[src/rtl/usbrx_pkg.sv]
package usbrx_pkg;

  typedef enum logic [1:0] {
    LN_SETTLE = 2'd0,
    LN_IDLE   = 2'd1,
    LN_RUN    = 2'd2
  } line_state_e;

  // Level equal to the previous one means a 1, a change means a 0.
  function automatic logic nrzi_decode(input logic level_now, input logic level_before);
    return level_now == level_before;
  endfunction

  // One serial step of the CRC16 with generator 0x8005, feedback from bit 15.
  function automatic logic [15:0] crc16_shift(input logic [15:0] crc, input logic din);
    logic fb;
    fb = crc[15] ^ din;
    return {crc[14:0], 1'b0} ^ (fb ? 16'h8005 : 16'h0000);
  endfunction

endpackage

[src/rtl/usbrx_sampler.sv]
module usbrx_sampler
  import usbrx_pkg::*;
#(
  parameter int FS_DIV = 4,
  parameter int LS_DIV = 32
) (
  input  logic clk,
  input  logic rst_n,
  input  logic speed_ls,
  input  logic dp,
  input  logic dm,
  output logic pkt_start,
  output logic bit_evt,
  output logic bit_val,
  output logic eop_evt
);
  localparam int DIV_W = $clog2(LS_DIV + 1);

  line_state_e      st_q;
  logic [DIV_W-1:0] phase_q;
  logic             prev_q;
  logic             se0, j_dp, at_j, due;
  logic [DIV_W-1:0] div_sel;

  assign se0     = !dp && !dm;
  assign j_dp    = !speed_ls;
  assign at_j    = (dp == j_dp) && (dm != j_dp);
  assign div_sel = speed_ls ? DIV_W'(LS_DIV) : DIV_W'(FS_DIV);

  assign pkt_start = (st_q == LN_IDLE) && !se0 && (dp != j_dp);
  assign due       = (st_q == LN_RUN) && (phase_q == '0);
  assign eop_evt   = due && se0;
  assign bit_evt   = due && !se0;
  assign bit_val   = nrzi_decode(dp, prev_q);

  always_ff @(posedge clk) begin
    if (!rst_n) begin
      st_q    <= LN_SETTLE;
      phase_q <= '0;
      prev_q  <= 1'b0;
    end else begin
      case (st_q)
        LN_SETTLE: if (at_j) st_q <= LN_IDLE;
        LN_IDLE: if (pkt_start) begin
          st_q    <= LN_RUN;
          phase_q <= (div_sel >> 1) - 1'b1;
          prev_q  <= j_dp;
        end
        LN_RUN: if (due) begin
          phase_q <= div_sel - 1'b1;
          if (se0) st_q <= LN_SETTLE;
          else     prev_q <= dp;
        end else begin
          phase_q <= phase_q - 1'b1;
        end
        default: st_q <= LN_SETTLE;
      endcase
    end
  end

  AST_EOP_QUIET: assert property (@(posedge clk) disable iff (!rst_n)
    eop_evt |=> !bit_evt && !eop_evt);
  AST_SAMPLE_GAP: assert property (@(posedge clk) disable iff (!rst_n)
    bit_evt |=> !bit_evt && !eop_evt);

endmodule

[src/rtl/usbrx_unstuff.sv]
module usbrx_unstuff (
  input  logic clk,
  input  logic rst_n,
  input  logic pkt_start,
  input  logic bit_evt,
  input  logic bit_val,
  output logic del_evt,
  output logic del_bit,
  output logic stuff_err
);
  logic [2:0] ones_q;
  logic       err_q, stuffed;

  assign stuffed   = bit_evt && (ones_q == 3'd6);
  assign del_evt   = bit_evt && !stuffed;
  assign del_bit   = bit_val;
  assign stuff_err = err_q;

  always_ff @(posedge clk) begin
    if (!rst_n) begin
      ones_q <= '0;
      err_q  <= 1'b0;
    end else if (pkt_start) begin
      ones_q <= '0;
      err_q  <= 1'b0;
    end else if (bit_evt) begin
      if (stuffed) begin
        ones_q <= '0;
        if (bit_val) err_q <= 1'b1;
      end else begin
        ones_q <= bit_val ? ones_q + 3'd1 : 3'd0;
      end
    end
  end

  AST_RUN_BOUND: assert property (@(posedge clk) disable iff (!rst_n)
    ones_q <= 3'd6);
  AST_ERR_CAUSE: assert property (@(posedge clk) disable iff (!rst_n)
    $rose(err_q) |-> $past(bit_evt && bit_val));

endmodule

[src/rtl/usbrx_packer.sv]
module usbrx_packer
  import usbrx_pkg::*;
#(
  parameter int WORD_W   = 32,
  parameter int DEPTH    = 2,
  parameter int CRC_SKIP = 16
) (
  input  logic                         clk,
  input  logic                         rst_n,
  input  logic                         pkt_start,
  input  logic                         del_evt,
  input  logic                         del_bit,
  input  logic                         eop_evt,
  input  logic                         rd_ready,
  output logic                         rd_valid,
  output logic [WORD_W-1:0]            rd_data,
  output logic [$clog2(WORD_W+1)-1:0]  rd_bits,
  output logic                         rd_last,
  output logic                         overrun,
  output logic [15:0]                  crc
);
  localparam int CNT_W = $clog2(WORD_W + 1);
  localparam int PTR_W = (DEPTH > 1) ? $clog2(DEPTH) : 1;
  localparam int OCC_W = $clog2(DEPTH + 1);
  localparam int SK_W  = $clog2(CRC_SKIP + 1);

  function automatic logic [PTR_W-1:0] ptr_next(input logic [PTR_W-1:0] p);
    return (p == PTR_W'(DEPTH - 1)) ? '0 : p + 1'b1;
  endfunction

  logic [WORD_W-1:0] acc_q, acc_nx;
  logic [CNT_W-1:0]  cnt_q;
  logic [WORD_W-1:0] mem_data [DEPTH];
  logic [CNT_W-1:0]  mem_bits [DEPTH];
  logic              mem_last [DEPTH];
  logic [PTR_W-1:0]  wp_q, rp_q;
  logic [OCC_W-1:0]  occ_q;
  logic              word_full, push, pop, accept, full;
  logic [WORD_W-1:0] push_data;
  logic [CNT_W-1:0]  push_bits;
  logic              push_last;
  logic              ovr_q;
  logic [15:0]       crc_q;
  logic [SK_W-1:0]   skip_q;

  assign acc_nx    = acc_q | (WORD_W'(del_bit) << cnt_q);
  assign word_full = del_evt && (cnt_q == CNT_W'(WORD_W - 1));
  assign push      = word_full || eop_evt;
  assign push_data = word_full ? acc_nx : acc_q;
  assign push_bits = word_full ? CNT_W'(WORD_W) : cnt_q;
  assign push_last = !word_full;

  assign full     = (occ_q == OCC_W'(DEPTH));
  assign rd_valid = (occ_q != '0);
  assign pop      = rd_valid && rd_ready;
  assign accept   = push && (!full || pop);
  assign rd_data  = mem_data[rp_q];
  assign rd_bits  = mem_bits[rp_q];
  assign rd_last  = mem_last[rp_q];
  assign overrun  = ovr_q;
  assign crc      = crc_q;

  // Bit accumulator
  always_ff @(posedge clk) begin
    if (!rst_n || pkt_start || push) begin
      acc_q <= '0;
      cnt_q <= '0;
    end else if (del_evt) begin
      acc_q <= acc_nx;
      cnt_q <= cnt_q + 1'b1;
    end
  end

  // Entry storage
  always_ff @(posedge clk) begin
    if (accept) begin
      mem_data[wp_q] <= push_data;
      mem_bits[wp_q] <= push_bits;
      mem_last[wp_q] <= push_last;
    end
  end

  always_ff @(posedge clk) begin
    if (!rst_n) begin
      wp_q  <= '0;
      rp_q  <= '0;
      occ_q <= '0;
      ovr_q <= 1'b0;
    end else begin
      if (accept) wp_q <= ptr_next(wp_q);
      if (pop)    rp_q <= ptr_next(rp_q);
      occ_q <= occ_q + OCC_W'(accept) - OCC_W'(pop);
      if (pkt_start)            ovr_q <= 1'b0;
      else if (push && !accept) ovr_q <= 1'b1;
    end
  end

  // Payload CRC
  always_ff @(posedge clk) begin
    if (!rst_n || pkt_start) begin
      crc_q  <= 16'hFFFF;
      skip_q <= '0;
    end else if (del_evt) begin
      if (skip_q != SK_W'(CRC_SKIP)) skip_q <= skip_q + 1'b1;
      else                           crc_q  <= crc16_shift(crc_q, del_bit);
    end
  end

  AST_OCC_BOUND: assert property (@(posedge clk) disable iff (!rst_n)
    occ_q <= OCC_W'(DEPTH));
  AST_HOLD_ENTRY: assert property (@(posedge clk) disable iff (!rst_n)
    rd_valid && !rd_ready |=> rd_valid && $stable(rd_data) && $stable(rd_bits));
  AST_OVR_CAUSE: assert property (@(posedge clk) disable iff (!rst_n)
    $rose(ovr_q) |-> $past(push && full && !rd_ready));
  AST_FULL_ENTRY: assert property (@(posedge clk) disable iff (!rst_n)
    rd_valid && !rd_last |-> rd_bits == CNT_W'(WORD_W));

endmodule

[src/rtl/usbrx_turnaround.sv]
module usbrx_turnaround #(
  parameter int FS_DIV    = 4,
  parameter int LS_DIV    = 32,
  parameter int TURN_BITS = 7
) (
  input  logic clk,
  input  logic rst_n,
  input  logic speed_ls,
  input  logic pkt_start,
  input  logic eop_evt,
  input  logic resp_start,
  output logic late
);
  localparam int TMR_W = $clog2(TURN_BITS * LS_DIV + 1);

  logic [TMR_W-1:0] cnt_q, limit;
  logic             run_q, late_q;

  assign limit = speed_ls ? TMR_W'(TURN_BITS * LS_DIV) : TMR_W'(TURN_BITS * FS_DIV);
  assign late  = late_q;

  always_ff @(posedge clk) begin
    if (!rst_n) begin
      cnt_q  <= '0;
      run_q  <= 1'b0;
      late_q <= 1'b0;
    end else if (pkt_start) begin
      run_q  <= 1'b0;
      late_q <= 1'b0;
    end else if (eop_evt) begin
      run_q <= 1'b1;
      cnt_q <= '0;
    end else if (run_q) begin
      if (resp_start) begin
        run_q <= 1'b0;
      end else if (cnt_q == limit - 1'b1) begin
        run_q  <= 1'b0;
        late_q <= 1'b1;
      end else begin
        cnt_q <= cnt_q + 1'b1;
      end
    end
  end

  AST_LATE_CLEAR: assert property (@(posedge clk) disable iff (!rst_n)
    pkt_start |=> !late_q);
  AST_LATE_TIMED: assert property (@(posedge clk) disable iff (!rst_n)
    $rose(late_q) |-> $past(run_q && !resp_start));

endmodule

[src/rtl/usbrx_assist.sv]
module usbrx_assist #(
  parameter int FS_DIV    = 4,
  parameter int LS_DIV    = 32,
  parameter int WORD_W    = 32,
  parameter int DEPTH     = 2,
  parameter int CRC_SKIP  = 16,
  parameter int TURN_BITS = 7
) (
  input  logic                        clk,
  input  logic                        rst_n,
  input  logic                        speed_ls,
  input  logic                        line_dp,
  input  logic                        line_dm,
  input  logic                        word_ready,
  input  logic                        resp_start,
  output logic                        word_valid,
  output logic [WORD_W-1:0]           word_data,
  output logic [$clog2(WORD_W+1)-1:0] word_bits,
  output logic                        word_last,
  output logic                        stuff_err,
  output logic                        overrun,
  output logic                        resp_late,
  output logic [15:0]                 crc16
);
  logic pkt_start, bit_evt, bit_val, eop_evt, del_evt, del_bit;

  usbrx_sampler #(.FS_DIV(FS_DIV), .LS_DIV(LS_DIV)) u_sampler (
    .clk(clk), .rst_n(rst_n), .speed_ls(speed_ls), .dp(line_dp), .dm(line_dm),
    .pkt_start(pkt_start), .bit_evt(bit_evt), .bit_val(bit_val), .eop_evt(eop_evt)
  );

  usbrx_unstuff u_unstuff (
    .clk(clk), .rst_n(rst_n), .pkt_start(pkt_start), .bit_evt(bit_evt),
    .bit_val(bit_val), .del_evt(del_evt), .del_bit(del_bit), .stuff_err(stuff_err)
  );

  usbrx_packer #(.WORD_W(WORD_W), .DEPTH(DEPTH), .CRC_SKIP(CRC_SKIP)) u_packer (
    .clk(clk), .rst_n(rst_n), .pkt_start(pkt_start), .del_evt(del_evt),
    .del_bit(del_bit), .eop_evt(eop_evt), .rd_ready(word_ready),
    .rd_valid(word_valid), .rd_data(word_data), .rd_bits(word_bits),
    .rd_last(word_last), .overrun(overrun), .crc(crc16)
  );

  usbrx_turnaround #(.FS_DIV(FS_DIV), .LS_DIV(LS_DIV), .TURN_BITS(TURN_BITS)) u_turn (
    .clk(clk), .rst_n(rst_n), .speed_ls(speed_ls), .pkt_start(pkt_start),
    .eop_evt(eop_evt), .resp_start(resp_start), .late(resp_late)
  );

  AST_START_FROM_J: assert property (@(posedge clk) disable iff (!rst_n)
    pkt_start |-> !(line_dp == !speed_ls && line_dm == speed_ls));

endmodule

[config.mk]
export PLATFORM = sky130hd
export DESIGN_NAME = usbrx_assist
export DESIGN_NICKNAME = d
export VERILOG_FILES = /design/src/rtl/usbrx_pkg.sv /design/src/rtl/usbrx_sampler.sv /design/src/rtl/usbrx_unstuff.sv /design/src/rtl/usbrx_packer.sv /design/src/rtl/usbrx_turnaround.sv /design/src/rtl/usbrx_assist.sv
export SDC_FILE = /design/constraint.sdc
export NUM_CORES = 1
export LEC_CHECK = 0
export BUFFER_PORTS_ARGS = -buffer_cell sky130_fd_sc_hd__clkbuf_2
export CAP_MARGIN = 20
export CORE_ASPECT_RATIO = 1.1
export CORE_MARGIN = 3
export CORE_UTILIZATION = 40
export DETAILED_ROUTE_END_ITERATION = 6
export GPL_ROUTABILITY_DRIVEN = 0
export GPL_TIMING_DRIVEN = 0
export MAX_ROUTING_LAYER = met4
export PLACE_DENSITY = 0.56
export SYNTH_ARGS = -nofsm -noshare
export SYNTH_HDL_FRONTEND = slang
export SYNTH_SLANG_ARGS = --single-unit
export TNS_END_PERCENT = 30
[constraint.sdc]
create_clock -name clk -period 7.9 [get_ports clk]
set_input_delay 0.79 -clock clk [delete_from_list [all_inputs] [get_ports clk]]
set_output_delay 0.79 -clock clk [all_outputs]
set_load 0.01 [all_outputs]
==> results of run 1 <==
## per-stage QoR
stage                     cells  util (%)  hold WS (ns)
after floorplan             667         -        0.4243
after global placement      965     45.05        0.4345
after detailed placement    972     45.52        0.4377
after CTS                  1003     48.74        0.4463
after global routing       1004     48.77        0.4664
final                      1004     48.77        0.4426
## state kept, by name (all words and copies together), names as in the netlist, named ones only
signal and cells:
u_packer.occ_q 2, u_packer.mem_data 64, u_packer.cnt_q 6, u_sampler.phase_q 6
u_unstuff.ones_q 3, u_packer.rp_q 1, u_unstuff.stuff_err 1, u_packer.crc 16
u_turn.run_q 1, u_packer.acc_q 32, u_packer.overrun 1, u_sampler.st_q 2
u_sampler.prev_q 1, u_turn.cnt_q 8, u_packer.wp_q 1, u_turn.late 1
u_packer.mem_bits 12, u_packer.skip_q 5, u_packer.mem_last 2
## layout by cell type, fill, tap and decap left out, drive strengths merged, types with 2 or more instances in the layout
cell type / instances
o21ai: 30
or3: 3
a21oi: 62
xnor2: 2
a31o: 2
xor2: 3
or2: 3
mux2i: 4
nand3: 28
nor2b: 4
clkinvlp: 4
nand2b: 8
a311oi: 2
nor2: 20
clkbuf: 140
dfxtp: 88
mux2: 40
clkinv: 4
bufinv: 2
ha: 8
or4: 12
o211ai: 3
o31ai: 13
nor4b: 6
nor4: 23
and2: 6
inv: 46
a31oi: 21
a2111o: 2
o41ai: 2
nand4: 26
o31a: 2
buf: 24
nand4b: 4
edfxtp: 78
nand2: 19
nor3: 7
and3: 4
## power groups by stage
stage,Combinational (uW),Clock (uW),Sequential (uW)
2_1_floorplan,163,0,927
6_report,237,789,911
3_3_place_gp,240,0,929
3_5_place_dp,242,0,930
4_1_cts,243,804,911
5_1_grt,260,846,912
## worst reg2reg max path, cell delays in order (launching register included)
cell,delay (ns)
dfxtp_1,0.36
nor4_2,0.48
nand2_1,0.15
buf_2,0.22
clkbuf_1,0.26
nor4_2,0.69
buf_4,0.28
buf_4,0.16
buf_4,0.16
## routing by layer
metal / vias to the layer above / global-route usage [%] / part of all wire [%]
met4: 0 / 6.070 / 1.5
met1: 2639 / 21.35 / 45
met5: - / - / 0
met3: 19 / 3.205 / 3.5
met2: 127 / 28.67 / 50
li1: 2641 / - / -
## kinds of logic (layout without fill, tap and decap cells)
group,after synthesis,after routing,synth area share [%]
flip-flops,166,166,57.04
buffers and inverters,117,220,6.417
AO/OA/AOI/OAI,147,147,12.40
adder cells (fa/ha/maj),8,8,1.391
multiplexers,44,44,6.817
AND/OR/NAND/NOR,179,179,15.01
XOR/XNOR,6,6,0.9218
## how the worst min path moves through the flow
stage,start,end,slack [ns],depth (start not counted)
6_report,u_packer.acc_q[1]$_SDFFE_PP0P_,u_packer.acc_q[1]$_SDFFE_PP0P_,0.44,2
5_1_grt,u_packer.acc_q[26]$_SDFFE_PP0P_,u_packer.acc_q[26]$_SDFFE_PP0P_,0.47,2
4_1_cts,u_packer.acc_q[8]$_SDFFE_PP0P_,u_packer.acc_q[8]$_SDFFE_PP0P_,0.45,2
3_5_place_dp,u_packer.acc_q[1]$_SDFFE_PP0P_,u_packer.acc_q[1]$_SDFFE_PP0P_,0.44,2
3_3_place_gp,u_packer.acc_q[28]$_SDFFE_PP0P_,u_packer.acc_q[28]$_SDFFE_PP0P_,0.43,2
2_1_floorplan,u_packer.acc_q[0]$_SDFFE_PP0P_,u_packer.acc_q[0]$_SDFFE_PP0P_,0.42,2
## layout make-up
class | count | area (um2) | share of cell area (%)
multi-input cells | 384 | 2636 | 31.19
well taps | 234 | 292.8 | 3.464
plain buffers | 71 | 289.0 | 3.420
inverters | 46 | 172.7 | 2.043
flip-flops and latches | 166 | 4104 | 48.56
repair buffers | 72 | 397.9 | 4.708
clock buffers | 21 | 450.4 | 5.329
clock inverters | 10 | 108.9 | 1.288
==> out/qor.csv, run 1 <==
metric,value,unit
antenna violations before repair,0,
H-tree depth,4,
Root Buffer,clkbuf_16,
RR Startpoint,u_sampler.phase_q[1]$_SDFFE_PN0P_,
Synthesized Nets,682,
pwr dens,229.2,mW/mm2
Pleak,0.002814,uW
Die Ht,146.7,um
Area after DPL,0.007888,mm2
Slew Limit Fails,0,
Hold Fails Final Rpt,0,
Least-Margin Pin Slew,0.9570,ns
CTS Buf Count,17,
fmax,0.3180,GHz
"Arr. time, crit path",2.35,ns
Final Setup Violations,0,
maximum vdd ir drop,0.1520,mV
Post-Syn Area,0.007194,mm2
Total GRT Usage,17.35,%
CP Depth,4,
WP data required,7.11,ns
P_int,1479,uW
port bufs,64,
status,completed,
total power,1937,uW
vias in the first global route,5213,
top-count cell post-synth,dfxtp_1,
nets@finish,773,
hold_buf cts,0,
Place WS,4.853,ns
RSZ-0062 raised after global routing,no,
register area share after synthesis,57.04,%
"Largest delay share family, worst path",buffers and inverters,
Rows,50,
Buf/Inv on CP,3,
CTS sink count,166,
Maximum Capacitance Violations,0,
power share of the clock group,40.7,%
DRC Markers,0,
Seq cells post-synth,166,
cell count after synthesis,667,
logic gate share of total power,12.2,%
Core Footprint,0.01733,mm2
first-pass GRT wire length,26.59,mm
share of cells above drive strength 1,22.34,%
switching pwr,458.3,uW
Seq pwr share,47.0,%
Finished Cell Area,0.008452,mm2
Critical path destination,word_bits[1],
grt total ovfl,0,
1st-pass router iterations,5,
relative slew slack,35.30,%
Mean Syn Cell Area,10.79,um2
R2R Path End,u_packer.mem_data[0][4]$_DFFE_PP_,
Max Buffers Root-to-Sink,2,
largest net degree at the start of global routing,21,
warnings from Yosys,0,
type of origin of the critical path,register,
Critical Path Max Stage Delay,0.51,ns
Area growth syn-to-layout,17.48,%
CP cell instances,clkbuf_1 -> buf_1 -> mux2_2 -> clkbuf_2,
mean routed wirelength per cell,16.26,um
via count,5426,
remaining antenna violation count after routing,0,
Skew-Pair Late Insertion Delay,0.42,ns
final wirelength,16.33,mm
Sw Ratio,23.66,%
post-route setup TNS,0,ns
Fill cells,1640,
Critical Path Fanout Max,10,
Die W,133.9,um
drt via density,5.404,
detailed placement HPWL,11.63,mm
"Reg clk slew, reported paths",0.06,ns
leading cell types by count after synthesis,"dfxtp_1 (88), edfxtp_1 (78), a21oi_1 (62)",
"EDFF count, synth",78,
Setup Buffers After CTS,0,
HP Class,register to register,
worst clock skew,0.007489,ns
Antenna Diode Count,0,
Crit. End Element,output pin,
DRT iter0 DRCs,307,
final worst setup slack,4.755,ns
post-CTS sizing,0,
Yosys top cell by area,edfxtp_1,
top cell type's share of synthesized area,32.56,%
Initial Util,41.52,%
R2R depth,8,
CTS tree,done,
Most used DFF post-synth,dfxtp_1,
Top-Level Pins,66,
R2R Setup Slk,4.85,ns
full die area,0.01963,mm2
Netlist cell types,60,
Critical Path Slowest Stage Cell,clkbuf_1,
final worst-path cycle share,39.81,%
ys async rst share,0,%
Setup Crit Path Kind,register to output pin,
Period minus WS final,3.145,ns
largest cells by area after synthesis,"edfxtp_1 (33%), dfxtp_1 (24%), mux2_2 (6.3%)",
(Power assumes the default switching activity.)
==> inputs of run 2 (changes only) <==
clock period = 3 ns   (was 7.9 ns; I/O delays follow)
==> run 2 against run 1 <==
  * Clock-buffer cell count down 4
  * First-iteration DRC count increased by 15%
  * Global-route usage is 0.063 points lower
  * Routed wire length shrank 0.37%
  * Sequential cell count stayed put
  * Critical path type is now register to register
==> out/qor.csv, run 2 (synthesis gave the netlist of run 1 again) <==
metric,value,unit,change
1st-pass router iterations,5,,unchanged
DRC Markers,0,,unchanged
Rows,50,,unchanged
R2R Setup Slk,0.22,ns,-4.63 ns
RSZ-0062 raised after global routing,no,,
post-CTS sizing,0,,unchanged
power share of the clock group,41.4,%,+0.7 points
Setup Crit Path Kind,register to register,,
P_int,3895,uW,+160%
Antenna Diode Count,0,,unchanged
Sw Ratio,24.60,%,+0.94 points
GRT met2 Usage,29.25,%,+0.58 points
remaining antenna violation count after routing,0,,unchanged
Seq pwr share,46.5,%,-0.5 points
WP data required,3.13,ns,-3.98 ns
Pleak,0.002832,uW,+0.66%
first-pass GRT wire length,26.48,mm,-0.41%
maximum vdd ir drop,0.3511,mV,+130%
Critical path destination,u_packer.mem_data[0][1]$_DFFE_PP_,,
Die Ht,146.7,um,unchanged
"Reg clk slew, reported paths",0.06,ns,about the same
drt via density,5.389,,-0.29%
Least-Margin Pin Slew,0.8782,ns,-0.07876 ns
max FFs per register,64,,unchanged
Initial Util,41.52,%,unchanged
Period minus WS final,2.784,ns,
final worst-path cycle share,92.78,%,
most flop-heavy register,u_packer.mem_data,,
logic gate share of total power,12.2,%,about the same
nets@finish,770,,-0.39%
Setup Buffers After CTS,0,,unchanged
largest net degree at the start of global routing,22,,+4.8%
Final Setup Violations,0,,unchanged
met1 Use GR,20.42,%,-0.94 points
relative slew slack,40.63,%,+5.3 points
fmax,0.3593,GHz,
mean routed wirelength per cell,16.25,um,about the same
Finished Cell Area,0.008486,mm2,+0.40%
full die area,0.01963,mm2,unchanged
highest-count cells in the layout ignoring fill and taps,"dfxtp_1 (88), edfxtp_1 (78), clkbuf_2 (64)",,
antenna violations before repair,0,,unchanged
Area growth syn-to-layout,17.95,%,
Crit. End Element,register,,
status,completed,,
type of origin of the critical path,register,,
Area after DPL,0.007894,mm2,about the same
GR Layer Usage met3,3.584,%,+0.38 points
CTS Buf Count,17,,unchanged
worst clock skew,0.006892,ns,-0.0005967 ns
Hold Fails Final Rpt,0,,unchanged
DRT iter0 DRCs,352,,+15%
Skew-Pair Late Insertion Delay,0.42,ns,about the same
share of cells above drive strength 1,22.43,%,+0.087 points
H-tree depth,4,,unchanged
hold_buf cts,0,,unchanged
Worst Setup SP,u_sampler.st_q[0]$_SDFFE_PN0P_,,
Critical Path Fanout Max,10,,unchanged
HP Class,input pin to register,,
post-route setup TNS,0,ns,unchanged
Slew Limit Fails,0,,unchanged
CTS tree,done,,
detailed placement HPWL,11.45,mm,-1.6%
Max Buffers Root-to-Sink,2,,unchanged
Die W,133.9,um,unchanged
"Arr. time, crit path",2.91,ns,+0.56 ns
Core Footprint,0.01733,mm2,unchanged
R2R Path End,u_packer.mem_data[0][1]$_DFFE_PP_,,
"most common cell after layout, fill and taps aside",dfxtp_1,,
Top Usage Layer GRT,met2,,
CTS sink count,166,,unchanged
final wirelength,16.27,mm,-0.37%
pwr dens,608.8,mW/mm2,+170%
RR Startpoint,u_sampler.st_q[0]$_SDFFE_PN0P_,,
Maximum Capacitance Violations,0,,unchanged
port bufs,64,,unchanged
vias in the first global route,5336,,+2.4%
R2R depth,7,,-1
Top-Level Pins,66,,unchanged
Total GRT Usage,17.28,%,-0.063 points
switching pwr,1271,uW,+180%
via count,5394,,-0.59%
Root Buffer,clkbuf_16,,
grt total ovfl,0,,unchanged
==> run 2: how the worst min path moves through the flow <==
stage	startpoint	endpoint	slack, ns	cells after the start
6_report	resp_start	u_turn.late$_SDFFE_PP0P_	0.27	4
5_1_grt	resp_start	u_turn.late$_SDFFE_PP0P_	0.28	4
4_1_cts	resp_start	u_turn.late$_SDFFE_PP0P_	0.25	4
3_5_place_dp	u_packer.acc_q[25]$_SDFFE_PP0P_	u_packer.acc_q[25]$_SDFFE_PP0P_	0.44	2
3_3_place_gp	u_packer.acc_q[28]$_SDFFE_PP0P_	u_packer.acc_q[28]$_SDFFE_PP0P_	0.43	2
2_1_floorplan	u_packer.acc_q[0]$_SDFFE_PP0P_	u_packer.acc_q[0]$_SDFFE_PP0P_	0.42	2
==> run 2: cell type report <==
type	instances	area, um2
sequential	166	4104
clock inverter	14	151.4
multi-input combinational	384	2664
timing repair buffer	69	386.6
fill	1597	8843
inverter	46	172.7
tap	234	292.8
buffer	71	289.0
clock buffer	17	425.4
==> run 2: power groups by stage <==
| stage | Clock (uW) | Sequential (uW) | Combinational (uW) |
|---|---|---|---|
| after global placement | 0 | 2450 | 634 |
| after global routing | 2270 | 2400 | 693 |
| after detailed placement | 0 | 2450 | 640 |
| after CTS | 2180 | 2400 | 643 |
| after floorplan | 0 | 2440 | 433 |
| final | 2140 | 2400 | 629 |
==> run 2: worst max-delay path: stages, from the launching register on <==
cell and delay, ns:
dfxtp_1 0.41, nor4b_4 0.35, nand2_1 0.12, buf_2 0.20, clkbuf_1 0.27, nor4_4 0.70
buf_6 0.25, buf_6 0.17
==> run 2: per-stage QoR <==
step | std cells | util, % | hold WS, ns | total power (uW) | setup slack [ns]
4_1_cts | 1000 | 48.88 | 0.2528 | 5226 | 0.1082
3_5_place_dp | 969 | 45.55 | 0.4364 | 3089 | 0.1170
3_3_place_gp | 965 | 45.19 | 0.4345 | 3082 | -0.9914
5_1_grt | 1001 | 48.97 | 0.2753 | 5366 | 0.003359
2_1_floorplan | 667 | - | 0.4243 | 2874 | 0.004813
6_report | 1001 | 48.97 | 0.2726 | 5166 | 0.2165
==> run 2: metal layers <==
| layer | routed length [um] | up-vias | share of wire [%] |
|---|---|---|---|
| li1 | - | 2639 | - |
| met1 | 7176 | 2600 | 44 |
| met2 | 8243 | 137 | 51 |
| met3 | 685 | 18 | 4.2 |
| met4 | 163 | 0 | 1.0 |
| met5 | 0 | - | 0 |
==> inputs of run 3 (changes only) <==
MAX_ROUTING_LAYER = unset   (was met4)
clock period = 2.9 ns   (was 3 ns; I/O delays follow)
==> run 3 against run 2 <==
  * Worst hold slack better by 0.012 ns
  * First-iteration DRC count down 27%
  * Via count up 0.43%
  * Clock power up 3%
  * Critical path type unchanged
  * Largest power group unchanged
==> out/qor.csv, run 3 (synthesis gave the netlist of run 1 again) <==
metric,value,unit,change
Least-Margin Pin Slew,0.9692,ns,+0.09103 ns
Placed Cells,969,,unchanged
grt total ovfl,0,,unchanged
status,completed,,
Die W,133.9,um,unchanged
sequential standard cell area,0.004106,mm2,about the same
share of cells above drive strength 1,23.18,%,+0.75 points
power share of the clock group,41.4,%,about the same
Hold Fails Final Rpt,0,,unchanged
hold_buf cts,0,,unchanged
logic gate share of total power,12.2,%,about the same
switching pwr,1315,uW,+3.4%
Area growth syn-to-layout,18.28,%,
Initial Util,41.52,%,unchanged
HP Class,input pin to register,,
pwr dens,628.3,mW/mm2,+3.2%
full die area,0.01963,mm2,unchanged
CTS sink count,166,,unchanged
via count,5417,,+0.43%
fmax,0.3731,GHz,+3.9%
most flop-heavy register,u_packer.mem_data,,
WP data required,3.03,ns,-0.10 ns
H-tree depth,4,,unchanged
drt via density,5.406,,+0.33%
Place WS,0.06533,ns,-0.05168 ns
Antenna Diode Count,0,,unchanged
Crit. End Element,register,,
Top-Level Pins,66,,unchanged
post-CTS sizing,0,,unchanged
highest-count cells in the layout ignoring fill and taps,"dfxtp_1 (86), edfxtp_1 (78), clkbuf_2 (65)",,
first-pass GRT wire length,26.61,mm,+0.49%
Total GRT Usage,16.92,%,-0.36 points
Pleak,0.002836,uW,+0.11%
Maximum Capacitance Violations,0,,unchanged
Die Ht,146.7,um,unchanged
DRC Markers,0,,unchanged
relative slew slack,34.47,%,-6.2 points
"Reg clk slew, reported paths",0.07,ns,about the same
final wirelength,16.19,mm,-0.49%
largest net degree at the start of global routing,22,,unchanged
final worst setup slack,0.2200,ns,+0.003528 ns
Finished Layout Cells,1002,,+0.10%
R2R depth,7,,unchanged
CTS Buf Count,17,,unchanged
antenna violations before repair,0,,unchanged
Worst Hold Path EP,u_packer.occ_q[1]$_SDFF_PN0_,,
RSZ-0062 raised after global routing,no,,
Setup Buffers After CTS,0,,unchanged
Skew-Pair Late Insertion Delay,0.42,ns,about the same
detailed placement HPWL,11.50,mm,+0.39%
Core Footprint,0.01733,mm2,unchanged
R2R Setup Slk,0.22,ns,about the same
max FFs per register,64,,unchanged
1st-pass router iterations,5,,unchanged
final worst-path cycle share,92.41,%,-0.37 points
DRT iter0 DRCs,258,,-27%
Multi-input gate area,0.002658,mm2,-0.23%
Root Buffer,clkbuf_16,,
Slew Limit Fails,0,,unchanged
Seq pwr share,46.4,%,about the same
P_int,4032,uW,+3.5%
Setup Crit Path Kind,register to register,,
total power,5346,uW,+3.5%
Sw Ratio,24.59,%,about the same
"most common cell after layout, fill and taps aside",dfxtp_1,,
"Arr. time, crit path",2.81,ns,-0.10 ns
nets@finish,770,,unchanged
hold path cells,2,,-2
maximum vdd ir drop,0.3773,mV,+7.5%
vias in the first global route,5300,,-0.67%
RR Startpoint,u_sampler.st_q[1]$_SDFFE_PN0P_,,
Period minus WS final,2.680,ns,-0.1035 ns
Critical Path Fanout Max,10,,unchanged
type of origin of the critical path,register,,
worst clock skew,0.008237,ns,+0.001346 ns
Fill cells,1592,,-0.31%
port bufs,64,,unchanged
remaining antenna violation count after routing,0,,unchanged
Rows,50,,unchanged
Max Buffers Root-to-Sink,2,,unchanged
Final Setup Violations,0,,unchanged
R2R Path End,u_packer.mem_data[0][4]$_DFFE_PP_,,
mean routed wirelength per cell,16.16,um,-0.58%
min-delay src,rst_n,,
CTS tree,done,,
## run 3: layer usage
layer  vias up  global-route usage (%)  part of all wire [%]
li1       2640                       -                     -
met1      2628                   20.97                    44
met2       127                   28.99                    51
met3        22                   3.308                   3.5
met4         0                   6.687                   1.7
met5         -                       0                     0
## run 3: cell type report
type                            count  area share, %
Sequential cell                   166          48.26
Multi-Input combinational cell    384          31.23
Clock buffer                       18          5.043
Timing Repair Buffer               69          4.543
Buffer                             71          3.661
Tap cell                          234          3.441
Inverter                           46          2.029
Clock inverter                     14          1.794
## run 3: worst max-delay path by stage
stage	cells past startpoint	endpoint	startpoint	slack (ns)
after global placement	5	u_packer.mem_data[0][6]$_DFFE_PP_	u_sampler.st_q[1]$_SDFFE_PN0P_	-0.87
after CTS	6	u_packer.mem_data[1][12]$_DFFE_PP_	u_sampler.phase_q[0]$_SDFFE_PN0P_	0.05
after floorplan	5	u_packer.mem_bits[0][0]$_DFFE_PP_	u_sampler.phase_q[0]$_SDFFE_PN0P_	0.003
final	7	u_packer.mem_data[0][4]$_DFFE_PP_	u_sampler.st_q[1]$_SDFFE_PN0P_	0.22
after global routing	4	word_data[26]	register	0.03
after detailed placement	6	u_packer.mem_data[1][15]$_DFFE_PP_	u_sampler.phase_q[0]$_SDFFE_PN0P_	0.07
## run 3: worst max-delay path: stages, from the launching register on
cell and delay, ns:
dfxtp_1 0.46, nor4b_2 0.33, nand2_1 0.14, buf_4 0.20, clkbuf_8 0.17, nor4_4 0.66, buf_6 0.25, buf_6 0.17
## run 3: stage by stage
| stage | hold WS, ns | util [%] | TNS, ns | instance area, um2 |
|---|---|---|---|---|
| finish | 0.2846 | 49.10 | 0 | 8509 |
| global route | 0.2805 | 49.10 | 0 | 8509 |
| CTS | 0.2612 | 49.07 | 0 | 8503 |
| detailed placement | 0.4391 | 45.71 | 0 | 7921 |
| floorplan | 0.4243 | - | 0 | 7246 |
| global placement | 0.4344 | 45.35 | -61.24 | 7859 |
## run 3: power groups by stage
stage               Combinational (uW)  Clock [uW]  Sequential, uW
floorplan                          449           0            2530
global placement                   659           0            2530
detailed placement                 665           0            2530
CTS                                668        2260            2480
global route                       720        2350            2480
finish                             653        2210            2480
